<file path="src/rtl/ocu_pkg.sv">
package ocu_pkg;
    localparam int unsigned NUM_CMP = 5;
    localparam int unsigned NUM_PIN = 4;
    localparam int unsigned FLAG_W  = 8;

    // register addresses
    localparam int unsigned A_COUNT    = 0;
    localparam int unsigned A_CMP_BASE = 1;
    localparam int unsigned A_ACTION   = 6;
    localparam int unsigned A_MASK     = 7;
    localparam int unsigned A_FLAG     = 8;
    localparam int unsigned A_MODE     = 9;

    // flag / mask bit positions
    localparam int unsigned F_OC1    = 7;
    localparam int unsigned F_OC2    = 6;
    localparam int unsigned F_OC3    = 5;
    localparam int unsigned F_OC4    = 4;
    localparam int unsigned F_SHARED = 3;
    localparam int unsigned F_IC1    = 2;
    localparam int unsigned F_IC2    = 1;
    localparam int unsigned F_IC3    = 0;

    typedef enum logic [1:0] {
        ACT_HOLD   = 2'b00,
        ACT_TOGGLE = 2'b01,
        ACT_LOW    = 2'b10,
        ACT_HIGH   = 2'b11
    } pin_act_e;

    typedef struct packed {
        logic level;
    } pin_state_t;
endpackage

</file>
<file path="src/rtl/ocu_counter.sv">
module ocu_counter #(
    parameter int unsigned CNT_W = 16
) (
    input  logic             clk,
    input  logic             rst_n,
    input  logic             tick_en,
    output logic [CNT_W-1:0] count
);
    typedef struct packed {
        logic [CNT_W-1:0] value;
    } cnt_state_t;

    cnt_state_t st_d, st_q;

    always_comb begin
        st_d = st_q;
        if (tick_en) begin
            st_d.value = st_q.value + 1'b1;   // natural wrap at all ones
        end
    end

    always_ff @(posedge clk) begin
        if (!rst_n) begin
            st_q <= '0;
        end else begin
            st_q <= st_d;
        end
    end

    assign count = st_q.value;
endmodule

</file>
<file path="src/rtl/ocu_pin_chan.sv">
module ocu_pin_chan
    import ocu_pkg::*;
(
    input  logic       clk,
    input  logic       rst_n,
    input  logic       hit,
    input  logic [1:0] code,
    output logic       pin
);
    pin_state_t st_d, st_q;
    pin_act_e   act;

    assign act = pin_act_e'(code);

    always_comb begin
        st_d = st_q;
        if (hit) begin
            unique case (act)
                ACT_HOLD:   st_d.level = st_q.level;
                ACT_TOGGLE: st_d.level = ~st_q.level;
                ACT_LOW:    st_d.level = 1'b0;
                ACT_HIGH:   st_d.level = 1'b1;
                default:    st_d.level = st_q.level;
            endcase
        end
    end

    always_ff @(posedge clk) begin
        if (!rst_n) begin
            st_q <= '0;
        end else begin
            st_q <= st_d;
        end
    end

    assign pin = st_q.level;
endmodule

</file>
<file path="src/rtl/ocu_timer.sv">
module ocu_timer
    import ocu_pkg::*;
#(
    parameter int unsigned CNT_W  = 16,
    parameter int unsigned ADDR_W = 4
) (
    input  logic              clk,
    input  logic              rst_n,
    input  logic              tick_en,
    input  logic [3:0]        cap_evt,
    input  logic              wr_en,
    input  logic [ADDR_W-1:0] addr,
    input  logic [CNT_W-1:0]  wdata,
    output logic [CNT_W-1:0]  rdata,
    output logic [NUM_PIN-1:0] oc_pin,
    output logic              irq
);
    localparam int unsigned PAD_W = CNT_W - FLAG_W;

    typedef struct packed {
        logic [NUM_CMP-1:0][CNT_W-1:0] cmp;
        logic [FLAG_W-1:0]             action;
        logic [FLAG_W-1:0]             mask;
        logic [FLAG_W-1:0]             flag;
        logic                          mode;
    } reg_state_t;

    reg_state_t regs_d, regs_q;

    logic [CNT_W-1:0]   cnt_q;
    logic [NUM_CMP-1:0] hit;
    logic [FLAG_W-1:0]  flag_set;
    logic [FLAG_W-1:0]  flag_clr;
    logic [FLAG_W-1:0]  flag_q;
    logic               mode_q;

    ocu_counter #(.CNT_W(CNT_W)) u_counter (
        .clk     (clk),
        .rst_n   (rst_n),
        .tick_en (tick_en),
        .count   (cnt_q)
    );

    // compare match per channel; channel 5 gated by the shared mode bit
    always_comb begin
        for (int k = 0; k < NUM_CMP; k++) begin
            hit[k] = tick_en && (cnt_q == regs_q.cmp[k]);
        end
        hit[NUM_CMP-1] = hit[NUM_CMP-1] && !regs_q.mode;
    end

    always_comb begin
        flag_set           = '0;
        flag_set[F_OC1]    = hit[0];
        flag_set[F_OC2]    = hit[1];
        flag_set[F_OC3]    = hit[2];
        flag_set[F_OC4]    = hit[3];
        flag_set[F_SHARED] = regs_q.mode ? cap_evt[3] : hit[4];
        flag_set[F_IC1]    = cap_evt[0];
        flag_set[F_IC2]    = cap_evt[1];
        flag_set[F_IC3]    = cap_evt[2];
    end

    assign flag_clr = (wr_en && addr == ADDR_W'(A_FLAG)) ? wdata[FLAG_W-1:0] : '0;

    always_comb begin
        regs_d      = regs_q;
        regs_d.flag = (regs_q.flag & ~flag_clr) | flag_set;
        if (wr_en) begin
            for (int k = 0; k < NUM_CMP; k++) begin
                if (addr == ADDR_W'(A_CMP_BASE + k)) begin
                    regs_d.cmp[k] = wdata;
                end
            end
            if (addr == ADDR_W'(A_ACTION)) regs_d.action = wdata[FLAG_W-1:0];
            if (addr == ADDR_W'(A_MASK))   regs_d.mask   = wdata[FLAG_W-1:0];
            if (addr == ADDR_W'(A_MODE))   regs_d.mode   = wdata[0];
        end
    end

    always_ff @(posedge clk) begin
        if (!rst_n) begin
            regs_q <= '0;
        end else begin
            regs_q <= regs_d;
        end
    end

    // pins for channels 2..5; pin g uses code pair at bits (7-2g):(6-2g)
    for (genvar g = 0; g < NUM_PIN; g++) begin : g_pin
        ocu_pin_chan u_pin (
            .clk   (clk),
            .rst_n (rst_n),
            .hit   (hit[g+1]),
            .code  (regs_q.action[FLAG_W-1-2*g -: 2]),
            .pin   (oc_pin[g])
        );
    end

    // read port
    always_comb begin
        rdata = '0;
        if (addr == ADDR_W'(A_COUNT)) rdata = cnt_q;
        for (int k = 0; k < NUM_CMP; k++) begin
            if (addr == ADDR_W'(A_CMP_BASE + k)) rdata = regs_q.cmp[k];
        end
        if (addr == ADDR_W'(A_ACTION)) rdata = {{PAD_W{1'b0}}, regs_q.action};
        if (addr == ADDR_W'(A_MASK))   rdata = {{PAD_W{1'b0}}, regs_q.mask};
        if (addr == ADDR_W'(A_FLAG))   rdata = {{PAD_W{1'b0}}, regs_q.flag};
        if (addr == ADDR_W'(A_MODE))   rdata = {{(CNT_W-1){1'b0}}, regs_q.mode};
    end

    assign irq    = |(regs_q.flag & regs_q.mask);
    assign flag_q = regs_q.flag;
    assign mode_q = regs_q.mode;
endmodule

</file>
<file path="config.mk">
export PLATFORM = sky130hd
export DESIGN_NAME = ocu_timer
export DESIGN_NICKNAME = d
export VERILOG_FILES = /design/src/rtl/ocu_pkg.sv /design/src/rtl/ocu_counter.sv /design/src/rtl/ocu_pin_chan.sv /design/src/rtl/ocu_timer.sv
export SDC_FILE = /design/constraint.sdc
export NUM_CORES = 1
export LEC_CHECK = 0
export ABC_AREA = 1
export BUFFER_PORTS_ARGS = -buffer_cell sky130_fd_sc_hd__buf_2
export CORE_MARGIN = 2
export CORE_UTILIZATION = 45
export DETAILED_ROUTE_END_ITERATION = 8
export HOLD_SLACK_MARGIN = 0.05
export PLACE_DENSITY = 0.59
export SYNTH_ARGS = -nofsm -noshare
export SYNTH_HDL_FRONTEND = slang
export SYNTH_SLANG_ARGS = --single-unit
</file>
<file path="constraint.sdc">
create_clock -name clk -period 1.8 [get_ports clk]
set_clock_uncertainty 0.2 [all_clocks]
set_input_delay 0.18 -clock clk [delete_from_list [all_inputs] [get_ports clk]]
set_output_delay 0.18 -clock clk [all_outputs]
set_load 0.05 [all_outputs]
</file>
After elaboration in Yosys (flattened, before gate mapping)
Index checks and enable logic that the tools add are counted.
{"block": "totals", "reg_bits": 125, "input_bits": 28, "output_inout_bits": 21}
{"block": "classes", "add_sub_neg": 1, "eq_ne": 26, "n_mux": 16, "bitwise_logic": 12, "reduce_logical": 26}
{"cell": "two-way mux 16 bit", "n": 10}
{"cell": "equality test 16 bit", "n": 5}
{"cell": "AND reduction 2 bit", "n": 12}
{"cell": "adder 16 x 1 -> 16 bit, second input constant", "n": 1}
{"cell": "AND 8 bit", "n": 2}
{"cell": "equality test 2 bit, second input constant", "n": 8}
{"cell": "equality test 4 x 3 -> 1 bit, second input constant", "n": 4}
{"cell": "case mux 1 bit (3 select lines)", "n": 4}
{"cell": "equality test 2 x 1 -> 1 bit, second input constant", "n": 4}
{"cell": "equality test 4 x 2 -> 1 bit, second input constant", "n": 2}
{"cell": "equality test 4 bit, second input constant", "n": 2}
{"cell": "logical NOT 2 bit", "n": 4}
{"cell": "two-way mux 8 bit", "n": 1}
{"cell": "inverter 1 bit", "n": 8}
{"cell": "inverter 8 bit", "n": 1}
{"cell": "OR 8 bit", "n": 1}
{"cell": "OR reduction 8 bit", "n": 1}
{"cell": "logical AND 1 bit", "n": 7}
{"cell": "equality test 4 x 1 -> 1 bit, second input constant", "n": 1}
{"cell": "logical NOT 4 bit", "n": 1}
{"cell": "logical NOT 1 bit", "n": 1}
{"cell": "two-way mux 1 bit", "n": 1}

Longest topological paths before layout
{"block": "depth", "depth_word": 11, "ltp_mapped": 12, "mapped_depth_nobuf": 12}

Hierarchy
From an unflattened synthesis, not the netlist that was laid out.
{"block": "unflattened", "hier_cells": 1184, "area_unflattened_um2": 7414.6}
{"module": "ocu_timer", "instances": 1, "cells_per_inst": 1026, "area_each_um2": 6373.6}
{"module": "ocu_counter", "instances": 1, "cells_per_inst": 126, "area_each_um2": 845.8}
{"module": "ocu_pin_chan", "instances": 4, "cells_per_inst": 8, "area_each_um2": 48.8}

Worst setup path after synthesis
No wires, ideal clock.
{"block": "synth_timing", "kind": "input -> output", "from": "in addr[2]", "to": "out rdata[12]", "arrival_ns": 1.679, "required_ns": 1.420, "setup_slack_ns": -0.259, "path_stages": 6, "path_buffers": 1, "path_cell_list": "inv_2 -> nand2_1 -> nor2_4 -> buf_2 -> nand2_1 -> a32oi_1"}
{"block": "synth_between", "elab_chain_len": 11}
{"item": "start: declaration", "line": "ocu_timer.sv:12", "source": "input logic [ADDR_W-1:0] addr,"}
{"item": "logical NOT 4 bit", "line": "ocu_timer.sv:103", "source": "if (addr == ADDR_W'(A_COUNT)) rdata = cnt_q;"}
{"item": "two-way mux 16 bit", "line": "ocu_timer.sv:103"}
{"item": "two-way mux 16 bit (5 in series)", "line": "ocu_timer.sv:105", "source": "if (addr == ADDR_W'(A_CMP_BASE + k)) rdata = regs_q.cmp[k];"}
{"item": "two-way mux 16 bit", "line": "ocu_timer.sv:107", "source": "if (addr == ADDR_W'(A_ACTION)) rdata = {{PAD_W{1'b0}}, regs_q.action};"}
{"item": "two-way mux 16 bit", "line": "ocu_timer.sv:108", "source": "if (addr == ADDR_W'(A_MASK)) rdata = {{PAD_W{1'b0}}, regs_q.mask};"}
{"item": "two-way mux 16 bit", "line": "ocu_timer.sv:109", "source": "if (addr == ADDR_W'(A_FLAG)) rdata = {{PAD_W{1'b0}}, regs_q.flag};"}
{"item": "two-way mux 16 bit *", "line": "ocu_timer.sv:110", "source": "if (addr == ADDR_W'(A_MODE)) rdata = {{(CNT_W-1){1'b0}}, regs_q.mode};"}
{"item": "end: declaration", "line": "ocu_timer.sv:14", "source": "output logic [CNT_W-1:0] rdata,"}
Mark *: on every way between the ends. The rest lies on a longest branch, timed or not.

Worst setup path after layout
{"block": "layout_timing", "from": "reg u_counter.st_q, in the netlist u_counter.count[1]", "to": "out rdata[1]"}
{"block": "layout_between", "elab_chain_len": 10}
{"item": "start: declaration", "line": "ocu_counter.sv:13", "source": "cnt_state_t st_d, st_q;"}
{"item": "start signal: assignment", "line": "ocu_counter.sv:26", "source": "st_q <= st_d;"}
{"item": "two-way mux 16 bit", "line": "ocu_timer.sv:103"}
{"item": "two-way mux 16 bit (5 in series)", "line": "ocu_timer.sv:105"}
{"item": "two-way mux 16 bit", "line": "ocu_timer.sv:107"}
{"item": "two-way mux 16 bit", "line": "ocu_timer.sv:108"}
{"item": "two-way mux 16 bit", "line": "ocu_timer.sv:109"}
{"item": "two-way mux 16 bit", "line": "ocu_timer.sv:110"}
No other way between the ends.

==> impl_metrics.tcl <==
set metrics [dict create \
    final_hold_viol_count 0 \
    start_kind "flop" \
    required_ns 1.42 \
    comb_power_share_pct 14.9 \
    clk_latency_ns 0.43 \
    clkPwrFrac_pct 46.0 \
    cp_common_cell "buf_6" \
    syn_inst 1078 \
    crit_family "simple AND/OR/NAND/NOR gates" \
    dieArea_um2 16400 \
    startpoint "u_counter.count[1]" \
    wire_per_inst_um 18.6 \
    synthToLayoutAreaGrowth_pct 47.1 \
    hpwlAfterDp_um 18400 \
    setup_slack_ns -0.192 \
    status "finished, violations left" \
    synth_nets 1107 \
    path_class "flop to primary output" \
    yosysTopAreaCell "dfxtp_1" \
    grt_max_degree 47 \
    rows 45 \
    intPower_w 0.00544 \
    io_buffers 48 \
    fin_setup_tns_ns -1.61 \
    hp-class "primary input to flop" \
    yosysSeqAreaShare_pct 36.1 \
    numCtsBuffers 17 \
    track_usage_pct 32.7 \
    crit_path_end_kind "primary output" \
    drt_wl_total_um 27400 \
    final_cells 1474 \
    path_cells "buf_6 -> nand2_2 -> o211ai_1 -> nor2_1 -> nand3_1 -> nor3_2 -> nor2_2 -> buf_6" \
    dr_total_vias 8144 \
    setup_viol 22 \
    crit_fanout 5 \
    crit_path_top_delay_cell "dfxtp_4" \
    pwr-share-seq_pct 39.0 \
    diodes 0 \
    io_pins 49 \
    synth_area_leaders "dfxtp_1, nand2_1, a21oi_1" \
    p_leak_nw 4.29 \
    ys_seq_elements 125 \
    p_per_area_nw_per_um2 728 \
    timing.fmax_mhz 502 \
    cts_tree "built" \
    synth_cell_types 38 \
    path_clk_slew_ns 0.06 \
    place_congestion 0.903 \
    period_share_pct 111 \
    die_h_um 128 \
    gr-total-overflow 0 \
    firstDrtPassIters 6 \
    worstMarginPinSlew_ns 0.374 \
    syn-cell-area_um2 6930 \
    r2r_start "u_counter.count[1]" \
    drt_iter0_drc 945 \
    slew_headroom_pct 75.1 \
    p_sw_share_pct 26.6 \
    p_sw_w 0.00198 \
    synth-edff-count 0 \
    antenna_left 0 \
    clockBufferDepth 2 \
    fp.dieW_um 128 \
    yosys.area.top_type_share_pct 36.1 \
    antenna_found_initial 0 \
    drv_slew 0 \
    avgSynthCellArea_um2 6.43 \
    clockRootBuffer "clkbuf_16" \
    start_util_pct 45.7 \
    finalCriticalPeriod_ns 1.99 \
    via_per_inst 5.53 \
    fin_util_pct 67.3 \
    grt_pass1_vias 7290 \
    nNetsFinal 1303 \
    grt_pass1_wl_um 40600 \
    n_fill_cell 1306 \
    async_reset_ff_share_pct 0 \
    cts.sinks 125 \
    synth.most_common_cell "nand2_1" \
    worst-path-buf-inv 2 \
    min_from "addr[2]" \
    final_layout_size_suffix_gt1_share_pct 32.0 \
    arrival_ns 1.61 \
    ys_warn_count 0 \
    place_inst 1360 \
    vdd_drop_max_v 0.000694 \
    htreeDepth 4 \
    rsz0062_at_grt "true" \
    synth_flop_cell "dfxtp_1" \
    max_stage_delay_ns 0.34 \
    post-route-drc-count 0 \
    drv_cap 0 \
    fp.coreArea_um2 15100 \
    synth.top_cells.by_count "nand2_1, a21oi_1, dfxtp_1" \
    violations "negative setup slack" \
]
==> per-stage QoR <==
step           hold slack (ns)  worst slack, ns  power, W  instance area, um^2
2_1_floorplan           0.0974           -0.258   0.00341                 6970
6_report                 0.104           -0.192   0.00742                10200
5_1_grt                  0.126           -0.249   0.00766                10200
3_3_place_gp             0.187           -0.159   0.00378                 8040
4_1_cts                 0.0853           -0.304   0.00727                 9490
3_5_place_dp             0.196           -0.161   0.00378                 8040
==> power by group through the flow <==
stage	logic (W)	clock network, W	registers [W]
3_3_place_gp	0.000821	0	0.00295
5_1_grt	0.00119	0.00357	0.00290
3_5_place_dp	0.000826	0	0.00295
6_report	0.00111	0.00342	0.00290
2_1_floorplan	0.000476	0	0.00293
4_1_cts	0.000945	0.00343	0.00289
==> layout by cell type (no fill, tap or decap), types with 4 or more instances in the layout <==
master,Yosys,routed
nand2_1,281,255
buf_4,18,132
a21oi_1,141,130
dfxtp_1,125,102
inv_1,112,94
o21ai_0,81,72
nor2_1,76,63
nand3_1,47,39
o21ai_1,27,34
buf_6,1,30
nand2_2,8,28
buf_2,19,27
dlygate4sd3_1,0,26
inv_2,23,23
clkbuf_16,0,20
dfxtp_2,0,17
nor2_4,4,15
nand4_1,15,15
inv_4,0,13
buf_12,0,12
o22ai_1,21,11
a21oi_2,0,10
nor2_2,8,10
xnor2_1,10,9
nand3_2,1,8
o22ai_4,0,6
nor3_1,11,6
clkinv_2,0,6
dfxtp_4,0,6
nand2_4,0,5
clkbuf_1,18,5
buf_8,0,5
o22ai_2,0,4
a32oi_2,0,4
nor3_2,1,4
==> worst min-delay path, stage by stage <==
cell and delay [ns]:
buf_6 0.09, buf_4 0.10, nor2_2 0.04, buf_4 0.12, nand3_1 0.08, a21oi_1 0.06
==> kinds of logic (layout without fill, tap and decap cells) <==
kind of cell               count (synthesis)  after routing  synth area share, %
xor gates and xnor gates                  13             13                 1.64
buffers and inverters                    193            401                 11.9
DFF                                      125            125                 36.1
adders and majority gates                  1              1                0.181
AOI/OAI and AO/OA                        289            289                 22.2
and+or+nand+nor                          457            457                 27.9
==> worst paths after layout <==
path / end / slack [ns] / depth (start not counted)
worst min register to register: regs_q[14] / 0.28 / 2
worst max-delay path: rdata[1] / -0.19 / 8
worst max register to register: u_counter.count[15] / -0.10 / 13
worst min-delay path: mode_q / 0.10 / 6
==> per-layer routing <==
layer	part of all wire (%)	track usage (%)
met2	46	52.2
met5	0	0
met4	4.7	16.1
met3	6.9	5.68
met1	43	42.9
==> what timing repair did <==
item / CTS / global route
endpoints found under the hold margin: 107 / 0
pin swaps: 44 / 56
hold buffers: 26 / 0
gates resized for setup: 146 / 114
buffers inserted: 25 / 29
setup endpoints to repair: 29 / 34
cloned: 0 / 3
==> layout make-up <==
type	count	area (um^2)	area share, %
multi-input cells	760	4160	40.8
flip-flops and latches	125	2550	25.0
repair buffers	235	2110	20.8
inverters	135	571	5.60
clock buffers	22	444	4.36
well taps	188	235	2.31
clock inverters	9	120	1.18
==> sequential cells by signal, summed over array words and instances, names as in the netlist <==
register and flops:
regs_q 96, g_pin.u_pin.pin 4, mode_q 1, flag_q 8, u_counter.count 16
Note: power is estimated with default switching activity, not from simulation.
